==> config.mk <==
export PLATFORM = sky130hd
export DESIGN_NAME = wmac_unit
export DESIGN_NICKNAME = d
export VERILOG_FILES = /design/src/rtl/wmac_pkg.sv /design/src/rtl/wmac_opsel.sv /design/src/rtl/wmac_mult.sv /design/src/rtl/wmac_accum.sv /design/src/rtl/wmac_unit.sv
export SDC_FILE = /design/constraint.sdc
export NUM_CORES = 2
export LEC_CHECK = 0
export BUFFER_PORTS_ARGS = -buffer_cell sky130_fd_sc_hd__buf_4
export CAP_MARGIN = 20
export CELL_PAD_IN_SITES_DETAIL_PLACEMENT = 2
export CELL_PAD_IN_SITES_GLOBAL_PLACEMENT = 2
export CORE_ASPECT_RATIO = 1.4
export CORE_MARGIN = 2
export CORE_UTILIZATION = 42
export DETAILED_ROUTE_END_ITERATION = 8
export HOLD_SLACK_MARGIN = 0.05
export PLACE_DENSITY = 0.93
export SYNTH_ARGS = -nofsm -noshare
export SYNTH_HDL_FRONTEND = slang
export SYNTH_HIERARCHICAL = 1
export SYNTH_SLANG_ARGS = --single-unit
==> constraint.sdc <==
create_clock -name clk -period 8.7 [get_ports clk]
set_clock_uncertainty 0.05 [all_clocks]
set_input_delay 0.435 -clock clk [delete_from_list [all_inputs] [get_ports clk]]
set_output_delay 0.435 -clock clk [all_outputs]
set_load 0.01 [all_outputs]
==> src/rtl/wmac_pkg.sv <==
package wmac_pkg;
  localparam int XLEN_DEF = 64;

  typedef struct packed {
    logic a_hi;
    logic b_hi;
    logic sgn;
    logic narrow;
    logic nsext;
    logic acc;
  } wmac_op_t;

  typedef struct packed {
    logic narrow;
    logic nsext;
    logic acc;
  } wmac_tail_t;
endpackage

==> src/rtl/wmac_opsel.sv <==
module wmac_opsel #(
  parameter int XLEN = wmac_pkg::XLEN_DEF,
  localparam int HW = XLEN / 2
) (
  input  logic          clk,
  input  logic          rst_n,
  input  logic          en,
  input  logic [XLEN-1:0] src,
  input  logic          hi_sel,
  input  logic          sgn,
  output logic [HW:0]   op_q
);
  logic [HW-1:0] half;
  logic [HW:0]   op_d;

  always_comb begin
    half = hi_sel ? src[XLEN-1:HW] : src[HW-1:0];
    op_d = {sgn & half[HW-1], half};
  end

  always_ff @(posedge clk or negedge rst_n) begin
    if (!rst_n)  op_q <= '0;
    else if (en) op_q <= op_d;
  end

  // the upper half is taken when selected
  a_r3_hi_pick: assert property (@(posedge clk) disable iff (!rst_n)
    (en && hi_sel) |=> (op_q[HW-1:0] == $past(src[XLEN-1:HW])));
  // unsigned mode never yields a set extension bit
  a_r4_zext: assert property (@(posedge clk) disable iff (!rst_n)
    (en && !sgn) |=> (op_q[HW] == 1'b0));
endmodule

==> src/rtl/wmac_mult.sv <==
module wmac_mult #(
  parameter int XLEN = wmac_pkg::XLEN_DEF,
  localparam int HW = XLEN / 2,
  localparam int EXT = XLEN - HW - 1
) (
  input  logic            clk,
  input  logic            rst_n,
  input  logic            en,
  input  logic [HW:0]     a_op,
  input  logic [HW:0]     b_op,
  output logic [XLEN-1:0] prod_q
);
  logic signed [XLEN-1:0] a_x;
  logic signed [XLEN-1:0] b_x;
  logic signed [XLEN-1:0] prod_d;

  always_comb begin
    a_x    = {{EXT{a_op[HW]}}, a_op};
    b_x    = {{EXT{b_op[HW]}}, b_op};
    prod_d = a_x * b_x;
  end

  always_ff @(posedge clk or negedge rst_n) begin
    if (!rst_n)  prod_q <= '0;
    else if (en) prod_q <= prod_d;
  end

  // a zero factor gives a zero product
  a_r5_zero: assert property (@(posedge clk) disable iff (!rst_n)
    (en && (a_op == '0 || b_op == '0)) |=> (prod_q == '0));
endmodule

==> src/rtl/wmac_accum.sv <==
module wmac_accum #(
  parameter int XLEN = wmac_pkg::XLEN_DEF,
  localparam int HW = XLEN / 2
) (
  input  logic            clk,
  input  logic            rst_n,
  input  logic            en,
  input  logic [XLEN-1:0] prod,
  input  logic [XLEN-1:0] addend,
  input  logic            acc,
  input  logic            narrow,
  input  logic            nsext,
  output logic [XLEN-1:0] res_q
);
  logic [XLEN-1:0] sum;
  logic [XLEN-1:0] res_d;

  always_comb begin
    sum = prod + (acc ? addend : '0);
    if (narrow) res_d = {{HW{nsext & sum[HW-1]}}, sum[HW-1:0]};
    else        res_d = sum;
  end

  always_ff @(posedge clk or negedge rst_n) begin
    if (!rst_n)  res_q <= '0;
    else if (en) res_q <= res_d;
  end

  // a zero-extended narrow result has a clear upper half
  a_r6_zext: assert property (@(posedge clk) disable iff (!rst_n)
    (en && narrow && !nsext) |=> (res_q[XLEN-1:HW] == '0));
  // a sign-extended narrow result repeats bit 31
  a_r6_sext: assert property (@(posedge clk) disable iff (!rst_n)
    (en && narrow && nsext) |=> (res_q[XLEN-1:HW] == {HW{res_q[HW-1]}}));
  // without accumulation a full result passes the product through
  a_r7_noacc: assert property (@(posedge clk) disable iff (!rst_n)
    (en && !acc && !narrow) |=> (res_q == $past(prod)));
endmodule

==> src/rtl/wmac_unit.sv <==
module wmac_unit #(
  parameter int XLEN = wmac_pkg::XLEN_DEF,
  localparam int HW = XLEN / 2
) (
  input  logic            clk,
  input  logic            rst_n,
  input  logic            flush,
  input  logic            op_vld,
  input  logic [5:0]      op_code,
  input  logic [XLEN-1:0] src_a,
  input  logic [XLEN-1:0] src_b,
  input  logic [XLEN-1:0] addend,
  output logic            res_vld,
  output logic [XLEN-1:0] res
);
  import wmac_pkg::*;

  wmac_op_t        op;
  logic            s1_v, s2_v;
  logic            s1_v_d, s2_v_d, s3_v_d;
  wmac_tail_t      s1_t, s2_t;
  logic [XLEN-1:0] s1_add, s2_add;
  logic [HW:0]     s1_a, s1_b;
  logic [XLEN-1:0] s2_prod;

  assign op = wmac_op_t'(op_code);

  // next-state for the valid pipeline
  always_comb begin
    s1_v_d = op_vld & ~flush;
    s2_v_d = s1_v & ~flush;
    s3_v_d = s2_v & ~flush;
  end

  always_ff @(posedge clk or negedge rst_n) begin
    if (!rst_n) begin
      s1_v    <= 1'b0;
      s2_v    <= 1'b0;
      res_vld <= 1'b0;
    end else begin
      s1_v    <= s1_v_d;
      s2_v    <= s2_v_d;
      res_vld <= s3_v_d;
    end
  end

  // side data moving alongside the operands
  always_ff @(posedge clk or negedge rst_n) begin
    if (!rst_n) begin
      s1_t   <= '0;
      s1_add <= '0;
    end else if (s1_v_d) begin
      s1_t   <= '{narrow: op.narrow, nsext: op.nsext, acc: op.acc};
      s1_add <= addend;
    end
  end

  always_ff @(posedge clk or negedge rst_n) begin
    if (!rst_n) begin
      s2_t   <= '0;
      s2_add <= '0;
    end else if (s2_v_d) begin
      s2_t   <= s1_t;
      s2_add <= s1_add;
    end
  end

  // stage 1: half select and extension, one selector per source
  for (genvar g = 0; g < 2; g++) begin : g_sel
    logic [HW:0] sel_q;
    wmac_opsel #(.XLEN(XLEN)) u_sel (
      .clk    (clk),
      .rst_n  (rst_n),
      .en     (s1_v_d),
      .src    ((g == 0) ? src_a : src_b),
      .hi_sel ((g == 0) ? op.a_hi : op.b_hi),
      .sgn    (op.sgn),
      .op_q   (sel_q)
    );
  end
  assign s1_a = g_sel[0].sel_q;
  assign s1_b = g_sel[1].sel_q;

  // stage 2: multiply
  wmac_mult #(.XLEN(XLEN)) u_mult (
    .clk    (clk),
    .rst_n  (rst_n),
    .en     (s2_v_d),
    .a_op   (s1_a),
    .b_op   (s1_b),
    .prod_q (s2_prod)
  );

  // stage 3: accumulate and narrow
  wmac_accum #(.XLEN(XLEN)) u_accum (
    .clk    (clk),
    .rst_n  (rst_n),
    .en     (s3_v_d),
    .prod   (s2_prod),
    .addend (s2_add),
    .acc    (s2_t.acc),
    .narrow (s2_t.narrow),
    .nsext  (s2_t.nsext),
    .res_q  (res)
  );

  // a flush leaves nothing valid on the following cycle
  a_r9_flush: assert property (@(posedge clk) disable iff (!rst_n)
    flush |=> (!res_vld && !s1_v && !s2_v));
  // an operation in the multiply stage reaches the output next cycle
  a_r2_advance: assert property (@(posedge clk) disable iff (!rst_n)
    (s2_v && !flush) |=> res_vld);
  // no result without an operation one stage back
  a_r10_idle: assert property (@(posedge clk) disable iff (!rst_n)
    !s2_v |=> !res_vld);
endmodule

==> summary.txt <==
Critical path
  – Worst EP arrival: 11000 ps
  – R2r setup slk: -1840 ps
  – Crit-path most repeated cell: fa_1
  – CP Class: reg -> reg
  – R2r endpoint: u_mult/prod_q[63]
  – Delay-heaviest family, CP: adder cells
  – Max incr delay on CP: 1390 ps
  – Worst path required time: 9160 ps
  – CP Max Fanout: 9
  – Crit. path cell count: 28
  – CP endpoint kind: flop
  – Critical path buffer and inverter count: 9
  – CP max stage cell: fa_1
  – Worst Setup Start Kind: flop
  – R2R cell count: 28
  – Reg2reg start: g_sel[1].u_sel/op_q[4]

Detailed routing
  – Antenna-violating nets left: 0
  – Iter 0 DRT Violations: 7601
  – Number of remaining DRC errors: 1
  – Detailed-route vias per instance: 6.80
  – DR WL/cell: 44.0 um
  – Vias: 53.6k
  – Drt total wl: 347000 um
  – 1st-pass router iterations: 9

Synth
  – Most numerous cell in the Yosys netlist: fa_1
  – Share of the synthesized area in the top cell type: 0.404
  – #FFs+latches synth: 331
  – Syn avg cell area: 9.77 um2
  – Mapped cell area: 55800 um2
  – Post-synthesis sequential area ratio: 0.148
  – Yosys cell types: 105
  – Area leader, netlist: fa_1
  – Largest cells by area after synthesis: fa_1 (40%), dfrtp_1 (15%), inv_1 (7.5%)
  – Post-Syn Nets: 7319
  – Synth async-reset ratio: 1.00
  – List of most frequent post-synthesis cells: fa_1 (1126), inv_1 (1117), and2_1 (616), nand2_1 (616), dfrtp_1 (331)
  – Post-synth top flop: dfrtp_1
  – Cells after synthesis: 5716
  – Post-synth EDFFs: 0
  – YS warnings: 6

Placed design
  – IO Port Bufs: 266
  – Placed wire-length estimate: 193000 um
  – GPL Wtd Cong: 0.887

Hold path
  – Hold endpoint: g_sel[0].u_sel/op_q[2]
  – Worst Hold Class: in -> reg
  – WHS Path Cells: 3
  – Hold path startpoint: src_a[2]

Timing
  – Slew Viols, Final: 0
  – Fin crit period: 10540 ps
  – Setup TNS: -55990 ps
  – Hold Violations, Final: 1
  – Hold slack: -6.67 ps
  – Setup violators final: 45
  – Tcrit/Tclk final: 1.21
  – Final WS setup: -1840 ps
  – Fmax: 94.9 MHz
  – Slew @ Worst Pin: 1410 ps
  – Max-slew headroom: 0.0314

Cells and area
  – Area delta synth->final: 14.3%
  – Fillcell total: 13.6k
  – NumNets Final: 7623
  – Layout cells sized above 1: 0.157

Floorplanning
  – Initial Util: 0.422
  – Core Area: 132000 um2
  – Std-Cell Rows: 158
  – Die Width: 312 um
  – DIE AREA: 136000 um2
  – Die height: 435 um
  – Top Ports: 267

Clocking
  – CTS tree: done
  – Num CTS Buffers: 43
  – # clock sinks: 331
  – H-tree depth: 2
  – Worst-Skew Late Latency: 740 ps
  – Root Driver: clkbuf_16
  – Clock slew at reported path FFs: 70 ps
  – Clock buffer depth: 3

GRT
  – Total GRT Usage: 0.409
  – Vias in the first global route: 56.8k
  – Global-route wire length before repair: 402000 um
  – GRT overflow: 0
  – Largest net degree at the start of global routing: 154
  – Initial antenna violation count: 62

Outcome
  – Failing checks: DRC, hold timing, setup timing
  – Status: finished, violations left

Flow run
  – Max_cap viols: 0
-- how the worst max path moves through the flow --
stage               slack, ps                     from                end
floorplan                 860   g_sel[1].u_sel/op_q[0]  u_mult/prod_q[62]
global placement          470  g_sel[1].u_sel/op_q[18]  u_mult/prod_q[57]
detailed placement       -250  g_sel[1].u_sel/op_q[18]  u_mult/prod_q[54]
CTS                         3  g_sel[0].u_sel/op_q[26]  u_mult/prod_q[59]
global route            -1500  g_sel[0].u_sel/op_q[21]  u_mult/prod_q[57]
finish                  -1840   g_sel[1].u_sel/op_q[4]  u_mult/prod_q[63]
-- cell usage in the layout (no fill, tap or decap), drive strengths merged, types with 9 or more instances in the layout --
cell         count
mux2i           71
fa            1126
and2           618
ha             275
o31ai            9
nand2          616
nor3            28
nand4           27
nor2b           37
xnor2           80
dlygate4sd3     87
clkinvlp        11
a21o            44
o21bai          27
o211ai          23
dfrtp          331
diode           62
mux2           202
xor2            38
a211oi          17
a21oi          225
nand3           24
clkbuf          63
buf            475
o21a            29
and3            17
inv           1113
o21ai          106
a31oi           20
nor2           160
nand2b          17
clkinv          10
-- repair_timing --
item	4_1_cts	5_1_grt
endpoints found under the setup margin	19	39
hold buffers	85	2
gates cloned	0	1
pin swaps	0	42
setup buffers	3	84
resized for setup	31	163
endpoints found under the hold margin	142	1
-- per-stage QoR --
step,hold WS [ps],cells,setup WS [ps],util,cell area [um2]
final,-6.67,7876,-1840,0.482,63800
after global routing,7.40,7850,-1500,0.482,63700
after detailed placement,412,7557,-246,0.451,59700
after CTS,50.0,7724,2.97,0.470,62200
after global placement,407,7557,465,0.451,59700
after floorplan,89.4,5716,858,-,55800
-- layout make-up --
type	count	area, um2	area share
clock inverters	22	318	0.00498
clock buffers	57	1200	0.0188
multi-input cells	3958	42300	0.663
inverters	1118	4220	0.0661
diodes	62	155	0.00243
repair buffers	568	5010	0.0785
well taps	1760	2200	0.0345
flip-flops and latches	331	8430	0.132
-- per-layer routing --
| layer | wire [um] | vias up | track usage |
|---|---|---|---|
| li1 | - | 18000 | - |
| met1 | 105000 | 26700 | 0.415 |
| met2 | 147000 | 5626 | 0.686 |
| met3 | 47700 | 3136 | 0.135 |
| met4 | 45000 | 67 | 0.332 |
| met5 | 1840 | - | 0.00320 |
-- sequential cells by signal, summed over array words and instances (netlist names) --
name              cells
res_vld               1
s1_t                  3
u_mult/prod_q        64
u_accum/res_q        64
s1_add               64
s1_v                  1
s2_t                  3
s2_add               64
s2_v                  1
g_sel.u_sel/op_q     66
-- worst min-delay path: stages --
cell and delay (ps):
buf_4 80, mux2i_1 70, a21oi_1 140
-- logic make-up after synthesis --
| family | after synthesis | synth area share |
|---|---|---|
| compound gates | 575 | 0.0669 |
| mux | 273 | 0.0547 |
| buf+inv | 1427 | 0.101 |
| flops | 331 | 0.148 |
| fa+ha+maj | 1401 | 0.465 |
| simple gates | 1591 | 0.145 |
| xor+xnor | 118 | 0.0185 |
Power is left out: the tool's default activity adds up to more than one toggle a clock period on the data nets, which glitch-free logic cannot reach.
